**src/rtl/act_pkg.sv**
```systemverilog
package act_pkg;

    typedef enum logic [3:0] {
        S_IDLE,
        S_SQR,
        S_CUBE,
        S_HALF,
        S_SIXTH,
        S_SUM,
        S_DIV,
        S_SIGN,
        S_DONE
    } act_state_t;

    localparam logic MODE_SIG  = 1'b0;
    localparam logic MODE_TANH = 1'b1;

endpackage

```
**src/rtl/act_range.sv**
```systemverilog
module act_range #(
    parameter int WIDTH = 16,
    parameter int FRAC  = 12,
    parameter int EXT_W = 20
) (
    input  logic signed [WIDTH-1:0] x,
    input  logic                    tanh_sel,
    output logic                    sat,
    output logic                    neg,
    output logic [EXT_W-1:0]        mag,
    output logic signed [WIDTH-1:0] sat_val
);
    localparam int ONE = 1 << FRAC;
    localparam int LIM = 2 << FRAC;

    logic signed [WIDTH:0] x_ext;
    logic        [WIDTH:0] x_abs;

    always_comb begin
        x_ext = (WIDTH+1)'(x);
        neg   = x[WIDTH-1];
        x_abs = neg ? (WIDTH+1)'(-x_ext) : (WIDTH+1)'(x_ext);
        sat   = (int'(x) > LIM) || (int'(x) < -LIM);
        if (tanh_sel) begin
            mag = EXT_W'(x_abs) << 1;
        end else begin
            mag = EXT_W'(x_abs);
        end
        if (!neg) begin
            sat_val = WIDTH'(ONE);
        end else if (tanh_sel) begin
            sat_val = WIDTH'(-ONE);
        end else begin
            sat_val = '0;
        end
    end
endmodule

```
**src/rtl/act_mul.sv**
```systemverilog
module act_mul #(
    parameter int AW   = 20,
    parameter int BW   = 16,
    parameter int FRAC = 12
) (
    input  logic [AW-1:0] a,
    input  logic [BW-1:0] b,
    output logic [AW-1:0] p
);
    localparam int PW = AW + BW;

    logic [PW-1:0] full;

    always_comb begin
        full = {{BW{1'b0}}, a} * {{AW{1'b0}}, b};
        p    = full[FRAC +: AW];
    end
endmodule

```
**src/rtl/act_div.sv**
```systemverilog
module act_div #(
    parameter int DW = 20,
    parameter int QW = 12
) (
    input  logic          clk,
    input  logic          rst_n,
    input  logic          load,
    input  logic [DW-1:0] num,
    input  logic [DW-1:0] den,
    output logic [QW-1:0] quo,
    output logic          last
);
    localparam int CW = $clog2(QW + 1);

    logic [DW-1:0] rem_q;
    logic [DW-1:0] den_q;
    logic [CW-1:0] cnt_q;
    logic          active_q;
    logic [DW-1:0] rem_sh;
    logic          fits;

    always_comb begin
        rem_sh = {rem_q[DW-2:0], 1'b0};
        fits   = rem_sh >= den_q;
        last   = active_q && (cnt_q == CW'(QW - 1));
    end

    always_ff @(posedge clk or negedge rst_n) begin
        if (!rst_n) begin
            rem_q    <= '0;
            den_q    <= '0;
            cnt_q    <= '0;
            quo      <= '0;
            active_q <= 1'b0;
        end else if (load) begin
            rem_q    <= num;
            den_q    <= den;
            cnt_q    <= '0;
            quo      <= '0;
            active_q <= 1'b1;
        end else if (active_q) begin
            rem_q <= fits ? (rem_sh - den_q) : rem_sh;
            quo   <= {quo[QW-2:0], fits};
            cnt_q <= cnt_q + 1'b1;
            if (last) begin
                active_q <= 1'b0;
            end
        end
    end
endmodule

```
**src/rtl/series_act.sv**
```systemverilog
module series_act #(
    parameter int WIDTH = 16,
    parameter int FRAC  = 12,
    parameter int EXT_W = 20
) (
    input  logic                    clk,
    input  logic                    rst_n,
    input  logic                    start,
    input  logic                    mode,
    input  logic signed [WIDTH-1:0] x_in,
    output logic                    done,
    output logic signed [WIDTH-1:0] result
);
    import act_pkg::*;

    localparam int ONE   = 1 << FRAC;
    localparam int HALF  = 1 << (FRAC - 1);
    localparam int SIXTH = (ONE + 3) / 6;

    act_state_t state_q, state_d;

    logic                    rng_sat, rng_neg;
    logic [EXT_W-1:0]        rng_mag;
    logic signed [WIDTH-1:0] rng_sat_val;

    logic                    mode_q, neg_q;
    logic [EXT_W-1:0]        v_q, v2_q, v3_q, t2_q, t3_q;
    logic signed [WIDTH-1:0] res_q;

    logic [EXT_W-1:0]        mul_a, mul_p;
    logic [WIDTH-1:0]        mul_b;

    logic [EXT_W-1:0]        e_sum, div_num, div_den;
    logic                    div_load, div_last;
    logic [FRAC-1:0]         div_quo;
    logic signed [WIDTH-1:0] q_s, signed_res;

    act_range #(.WIDTH(WIDTH), .FRAC(FRAC), .EXT_W(EXT_W)) u_range (
        .x        (x_in),
        .tanh_sel (mode),
        .sat      (rng_sat),
        .neg      (rng_neg),
        .mag      (rng_mag),
        .sat_val  (rng_sat_val)
    );

    act_mul #(.AW(EXT_W), .BW(WIDTH), .FRAC(FRAC)) u_mul (
        .a (mul_a),
        .b (mul_b),
        .p (mul_p)
    );

    act_div #(.DW(EXT_W), .QW(FRAC)) u_div (
        .clk   (clk),
        .rst_n (rst_n),
        .load  (div_load),
        .num   (div_num),
        .den   (div_den),
        .quo   (div_quo),
        .last  (div_last)
    );

    // State register
    always_ff @(posedge clk or negedge rst_n) begin
        if (!rst_n) begin
            state_q <= S_IDLE;
        end else begin
            state_q <= state_d;
        end
    end

    // Next-state logic
    always_comb begin
        state_d = state_q;
        unique case (state_q)
            S_IDLE:  if (start) state_d = rng_sat ? S_DONE : S_SQR;
            S_SQR:   state_d = S_CUBE;
            S_CUBE:  state_d = S_HALF;
            S_HALF:  state_d = S_SIXTH;
            S_SIXTH: state_d = S_SUM;
            S_SUM:   state_d = S_DIV;
            S_DIV:   if (div_last) state_d = S_SIGN;
            S_SIGN:  state_d = S_DONE;
            S_DONE:  state_d = S_IDLE;
            default: state_d = S_IDLE;
        endcase
    end

    // Shared multiplier operand selection
    always_comb begin
        mul_a = v_q;
        mul_b = WIDTH'(v_q);
        unique case (state_q)
            S_CUBE:  begin mul_a = v2_q; mul_b = WIDTH'(v_q);  end
            S_HALF:  begin mul_a = v2_q; mul_b = WIDTH'(HALF);  end
            S_SIXTH: begin mul_a = v3_q; mul_b = WIDTH'(SIXTH); end
            default: begin mul_a = v_q;  mul_b = WIDTH'(v_q);  end
        endcase
    end

    // Series sum, division operands, sign restoration
    always_comb begin
        e_sum    = EXT_W'(ONE) + v_q + t2_q + t3_q;
        div_num  = (mode_q == MODE_TANH) ? (e_sum - EXT_W'(ONE)) : e_sum;
        div_den  = e_sum + EXT_W'(ONE);
        div_load = (state_q == S_SUM);
        q_s      = WIDTH'(div_quo);
        if (mode_q == MODE_TANH) begin
            signed_res = neg_q ? -q_s : q_s;
        end else begin
            signed_res = neg_q ? (WIDTH'(ONE) - q_s) : q_s;
        end
    end

    // Datapath registers
    always_ff @(posedge clk or negedge rst_n) begin
        if (!rst_n) begin
            mode_q <= MODE_SIG;
            neg_q  <= 1'b0;
            v_q    <= '0;
            v2_q   <= '0;
            v3_q   <= '0;
            t2_q   <= '0;
            t3_q   <= '0;
            res_q  <= '0;
        end else begin
            unique case (state_q)
                S_IDLE: begin
                    if (start) begin
                        mode_q <= mode;
                        neg_q  <= rng_neg;
                        v_q    <= rng_mag;
                        if (rng_sat) begin
                            res_q <= rng_sat_val;
                        end
                    end
                end
                S_SQR:   v2_q  <= mul_p;
                S_CUBE:  v3_q  <= mul_p;
                S_HALF:  t2_q  <= mul_p;
                S_SIXTH: t3_q  <= mul_p;
                S_SIGN:  res_q <= signed_res;
                default: ;
            endcase
        end
    end

    // Outputs
    always_comb begin
        done   = (state_q == S_DONE);
        result = res_q;
    end
endmodule

```
**config.mk**
```make
export PLATFORM = sky130hd
export DESIGN_NAME = series_act
export DESIGN_NICKNAME = d
export VERILOG_FILES = /design/src/rtl/act_pkg.sv /design/src/rtl/act_range.sv /design/src/rtl/act_mul.sv /design/src/rtl/act_div.sv /design/src/rtl/series_act.sv
export SDC_FILE = /design/constraint.sdc
export NUM_CORES = 1
export LEC_CHECK = 0
export ABC_AREA = 1
export BUFFER_PORTS_ARGS = -buffer_cell sky130_fd_sc_hd__clkbuf_2
export CAP_MARGIN = 20
export CORE_MARGIN = 10
export CORE_UTILIZATION = 50
export DETAILED_ROUTE_END_ITERATION = 16
export GPL_ROUTABILITY_DRIVEN = 0
export MAX_ROUTING_LAYER = met4
export PLACE_DENSITY = 0.66
export SYNTH_ARGS = -nofsm -noshare
export SYNTH_HDL_FRONTEND = slang
export SYNTH_SLANG_ARGS = --single-unit
```
**constraint.sdc**
```tcl
create_clock -name clk -period 8.1 [get_ports clk]
set_clock_uncertainty 0.05 [all_clocks]
set_input_delay 0.405 -clock clk [delete_from_list [all_inputs] [get_ports clk]]
set_output_delay 0.405 -clock clk [all_outputs]
set_load 0.01 [all_outputs]
```
Word level (Yosys, flattened, before mapping)

Cells that the tools add are included.

Register bits: 178
Latch bits: 0
Bits in writable memories: 0
ROM bits: 0
Output and inout port bits: 17
Memories kept: 0

Add/subtract/negate cells: 10
$mul: 1
Div/mod/pow operators: 0
Magnitude comparators: 3
Eq/ne operators: 12
Shift operators: 0
Multiplexer cells: 27
Bitwise operators: 0
Reductions and logical operators: 9

Operators with widths:

| kind                     | number |
|---|---|
| $mux W16                 | 7 |
| $mux W19                 | 4 |
| $pmux W16 S2             | 2 |
| $add A20 B20 Y20         | 2 |
| $pmux W20 S2             | 1 |
| $mul A20 B16 Y32         | 1 |
| $pmux W4 S8              | 1 |
| $mux W12                 | 2 |
| $add A13 B20 Y20 const A | 1 |
| $add A20 B13 Y20 const B | 1 |
| $ge A20 B20 Y1           | 1 |
| $mux W4                  | 5 |
| $sub A19 B13 Y19 const B | 1 |
| $sub A19 B19 Y19         | 1 |
| $mux W18                 | 1 |
| $mux W17                 | 1 |
| $neg A16 Y17             | 1 |
| $eq A4 B3 Y1 const B     | 4 |
| $gt A16 B15 Y1 const B   | 1 |
| $lt A16 B14 Y1 const B   | 1 |
| $neg A12 Y16             | 1 |
| $sub A13 B12 Y14 const A | 1 |
| $eq A4 B2 Y1 const B     | 2 |
| $eq A4 B4 Y1 const B     | 2 |
| 11 further kinds         | 17 |

Logic depth before layout (Yosys ltp)

Word-level depth: 6
Gate-level depth with buffers: 35
Depth with buffers taken out: 34

Cells and area by module

A second synthesis with hierarchy kept.

Cell total of the unflattened synthesis: 3237
Area, all modules: 22993.3 um^2

Modules (own cells, without submodules):

| module     | times used | cells each | area an instance (um^2) |
|---|---|---|---|
| act_mul    | 1          | 1562       | 10774.1 |
| series_act | 1          | 1023       | 7764.9 |
| act_div    | 1          | 489        | 3632.2 |
| act_range  | 1          | 163        | 822.0 |

Worst setup path before layout

OpenSTA, ideal clock, no wires.

Kind: flip-flop to flip-flop
From: register state_q[1]
To: register v3_q[9]
Library setup time: 132 ps
Data arrival time: 6374 ps
Data required time: 7918 ps
Slack: 1544 ps
Stages on the path, launching flop included: 28
Period minus slack after synthesis: 6556 ps
Path through: dfrtp_1 > nor2_1 > nand2_2 > buf_6 > clkbuf_1 > a21oi_2 > buf_2 > nand2_1 > fa_1 > inv_1 > fa_1 > inv_1 > fa_1 > inv_1 > fa_1 > fa_1 > inv_1 > fa_1 > inv_1 > ha_1 > a21oi_1 > o21ai_0 > a21oi_1 > a21boi_0 > nand2_1 > or2_2 > nand3_1 > o21ai_0

Word-level cells in the longest chain between the ends: 4
Elaborated cells between the ends (all ways): 7

Ends and longest elaborated chain:

| what                                   | line                                | text |
|---|---|---|
| start, declared                        | series_act.sv:20                    | `act_state_t state_q, state_d;` |
| start signal, assigned                 | series_act.sv:68                    | `state_q <= state_d;` |
| $eq A4 B2 Y1, on equally long branches | series_act.sv:93, series_act.sv:127 |  |
| $reduce_or A2 Y1 (no line)             | -                                   |  |
| $pmux W20 S2                           | series_act.sv:93                    | `unique case (state_q)` |
| $mul A20 B16 Y32                       | act_mul.sv:15                       | `full = {{BW{1'b0}}, a} * {{AW{1'b0}}, b};` |
| end signal, assigned                   | series_act.sv:139                   | `S_CUBE: v3_q <= mul_p;` |
| end, declared                          | series_act.sv:27                    | `logic [EXT_W-1:0] v_q, v2_q, v3_q, t2_q, t3_q;` |

Parallel ways exist; a longest one is shown, timed or not.
A chain may end at the register's enable or synchronous reset.

Worst setup path in the final report

From: register state_q[2]
To: register v3_q[16]

Same word-level chain as after synthesis.

==> flow_summary.ini <==
[yosys]
synthTopCellsByArea = fa_1 25%, dfrtp_1 21%, nand2_1 11%, inv_1 9.4%, ha_1 8.7%
syn_area_sq_um = 20900
synth_compound_area_share_pct = 9.62
netlist_instances = 2708
synth_top_family_by_area = adder cells
syn_area_per_cell_sq_um = 7.72
synthMuxAreaShare_pct = 0
yosys.area_share.simple_pct = 22.3
yosys_warnings = 0
synth_top_cell_by_area = fa_1
synth.yosys.seq_area_share_pct = 21.1
ys_ff_latch = 176
netlist.area_leader.share_pct = 25.3
synth_xor_area_share_pct = 2.00
synth_nets = 3137
synth_fa_ha_area_share_pct = 34.0
yosysUniqueCellTypes = 54

[clock_network]
h-tree-depth = 4
clockBufferDepth = 2
clk_latency_ns = 0.47
cts_buffers = 17
clockRootBuffer = clkbuf_16
cts_setup_buffers = 0
clkTransAtPathRegs_ns = 0.07
tritoncts = yes
clock_sinks = 176

[timing]
whs_ns = -0.0144
tns_ns = 0
finalCriticalPeriod_ns = 7.69
relSlewSlack_pct = 32.9
slew_violations = 0
worst_pin_slew_ns = 1.00
rsz0062_at_grt = no
finalSetupViolations = 0
fin_crit_sh_pct = 94.9
final_hold_viol_count = 9
fmax_mhz = 130

[route]
via_per_inst = 5.50
ant_nets = 0
vias = 18200
drc = 0
wirelength_mm = 60.3
dr.pass1.iters = 6
wire_per_inst_um = 18.3
drtIter0Drc = 1811

[global_routing]
grt_pass1_vias = 18300
grt_pass1_wl_mm = 97.9
grt_max_degree = 94
antenna_found_initial = 0
gr-usage-all-layers_pct = 25.4
gr-total-overflow = 0

[job]
cap_violations = 0

[floorplan]
die-area_sq_um = 50400
die_h_um = 224
rows = 74
die_w_um = 224
initial_utilization_pct = 50.8
ioPinCount = 37
core_area_sq_um = 41100

[final_layout]
final_layout_size_suffix_gt1_share_pct = 6.40
syn_to_final_growth_pct = 7.93
fin_nets = 3183
diodes = 0

[setup_path]
cp-end-kind = flip-flop
cp_max_fo = 10
crit_path_max_incr_delay_ns = 0.60
cp.arrival_ns = 7.97
cp.required_ns = 8.38
worstSetupPathType = flip-flop to flip-flop
cp-start-kind = flip-flop
critPathSlowestCell = fa_1

[place]
port_buffers = 36
detailed_place_hpwl_mm = 48.6

[hold_path]
hp-class = primary input to async pin

[status]
status = complete, but fails checks
violations = negative hold slack
[through the flow]
stage / hold WS [ns] / instance area [sq um] / util, % / instances / setup slack (ns)
CTS: 0.00874 / 22500 / 54.8 / 3298 / 0.414
global placement: 0.405 / 21900 / 53.3 / 3265 / 0.437
floorplan: 0.0594 / 20900 / - / 2708 / 1.54
finish: -0.0144 / 22600 / 54.9 / 3299 / 0.409
detailed placement: 0.417 / 21900 / 53.3 / 3266 / 0.437
global route: 0.0269 / 22600 / 54.9 / 3299 / 0.0888
[critical path, delay by kind of cell, from the launching register on]
kind,cells,cell delay (ns)
simple gates,9,1.28
buf+inv,7,0.94
fa+ha+maj,7,3.54
flops,1,0.44
compound gates,5,1.29
[cell usage in the layout (no fill, tap or decap), types with 4 or more instances in the layout]
master	n
clkbuf_16	17
xor2_1	30
o21bai_1	6
xnor2_1	14
o211ai_1	15
o21ai_2	4
nor4_1	5
a21oi_1	92
clkbuf_2	35
inv_2	4
nand3_1	126
a21o_1	8
clkinv_1	14
o21a_1	6
fa_1	264
inv_1	523
nor2_2	6
buf_4	56
nand2_1	624
nor2_1	276
o21ai_0	120
nand3b_1	21
o22ai_1	27
dfrtp_1	176
inv_6	4
ha_1	145
a22oi_1	6
nand2_2	15
a31oi_1	16
nand4_1	22
a21oi_2	8
o21ai_1	13
nor3_1	14
o221ai_1	7
[registers in the layout, indices dropped and copies added (netlist names)]
signal and cells:
mode_q 1, neg_q 1, result 16, state_q 4, t2_q 20, t3_q 20, u_div.active_q 1, u_div.cnt_q 4
u_div.den_q 20, u_div.quo 12, u_div.rem_q 19, v2_q 20, v3_q 20, v_q 18
[synth_stat cells (all sizes together)]
master / n
o221ai: 7
a22o: 3
or2: 5
o21a: 6
xnor2: 14
nand2: 640
nand4: 22
o32ai: 2
a22oi: 6
inv: 527
o22ai: 27
nor2: 285
clkbuf: 43
nor3b: 1
buf: 24
nor4: 5
o211ai: 15
and3: 1
a21oi: 100
dfrtp: 176
a211oi: 2
o21bai: 7
fa: 264
nand2b: 1
clkinv: 15
nand3b: 22
o21ai: 138
a31o: 2
xor2: 32
a21o: 8
o31ai: 1
nand3: 128
nor3: 14
a21boi: 3
a31oi: 16
ha: 145
o311ai: 1
[timing repair]
item | 4_1_cts | 5_1_grt
gates resized for setup | 0 | 2
hold buffers | 0 | 0
setup endpoints to repair | 0 | 10
[per-layer routing]
layer	up-vias	track usage, %	part of all wire [%]
met2	635	38.2	46
met5	-	-	0
li1	8476	-	-
met3	109	5.78	8.0
met1	8935	33.3	43
met4	0	8.58	3.0
[layout make-up]
type / count / area [sq um]
Clock inverter: 10 / 124
Sequential cell: 176 / 4400
Inverter: 542 / 2040
Timing Repair Buffer: 94 / 662
Tap cell: 532 / 666
Clock buffer: 22 / 474
Multi-Input combinational cell: 1923 / 14200
Fill cell: 3943 / 18500
[cell families (layout without fill, tap and decap cells)]
kind of cell	after synthesis	after routing
AOI/OAI and AO/OA	344	344
DFF	176	176
and+or+nand+nor	1124	1124
xor gates and xnor gates	46	46
adders and majority gates	409	409
buffers and inverters	609	668
[path summary, 6_finish.rpt]
| path | cells after the start | endpoint | slack (ns) | from |
|---|---|---|---|---|
| min in group clk | 4 | v_q[12] | 0.25 | x_in[11] |
| hold reg to reg | 1 | u_div.cnt_q[3] | 0.42 | u_div.cnt_q[3] |
| setup reg to reg | 28 | v3_q[16] | 0.41 | state_q[2] |
| hold / removal | 1 | v_q[13] | -0.01 | rst_n |
| max in group asynchronous | 3 | u_div.den_q[5] | 6.71 | rst_n |
| setup / recovery | 28 | v3_q[16] | 0.41 | state_q[2] |
Power is not shown: default switching activity piles up to over one toggle a cycle in this logic, so the estimate is an artifact.
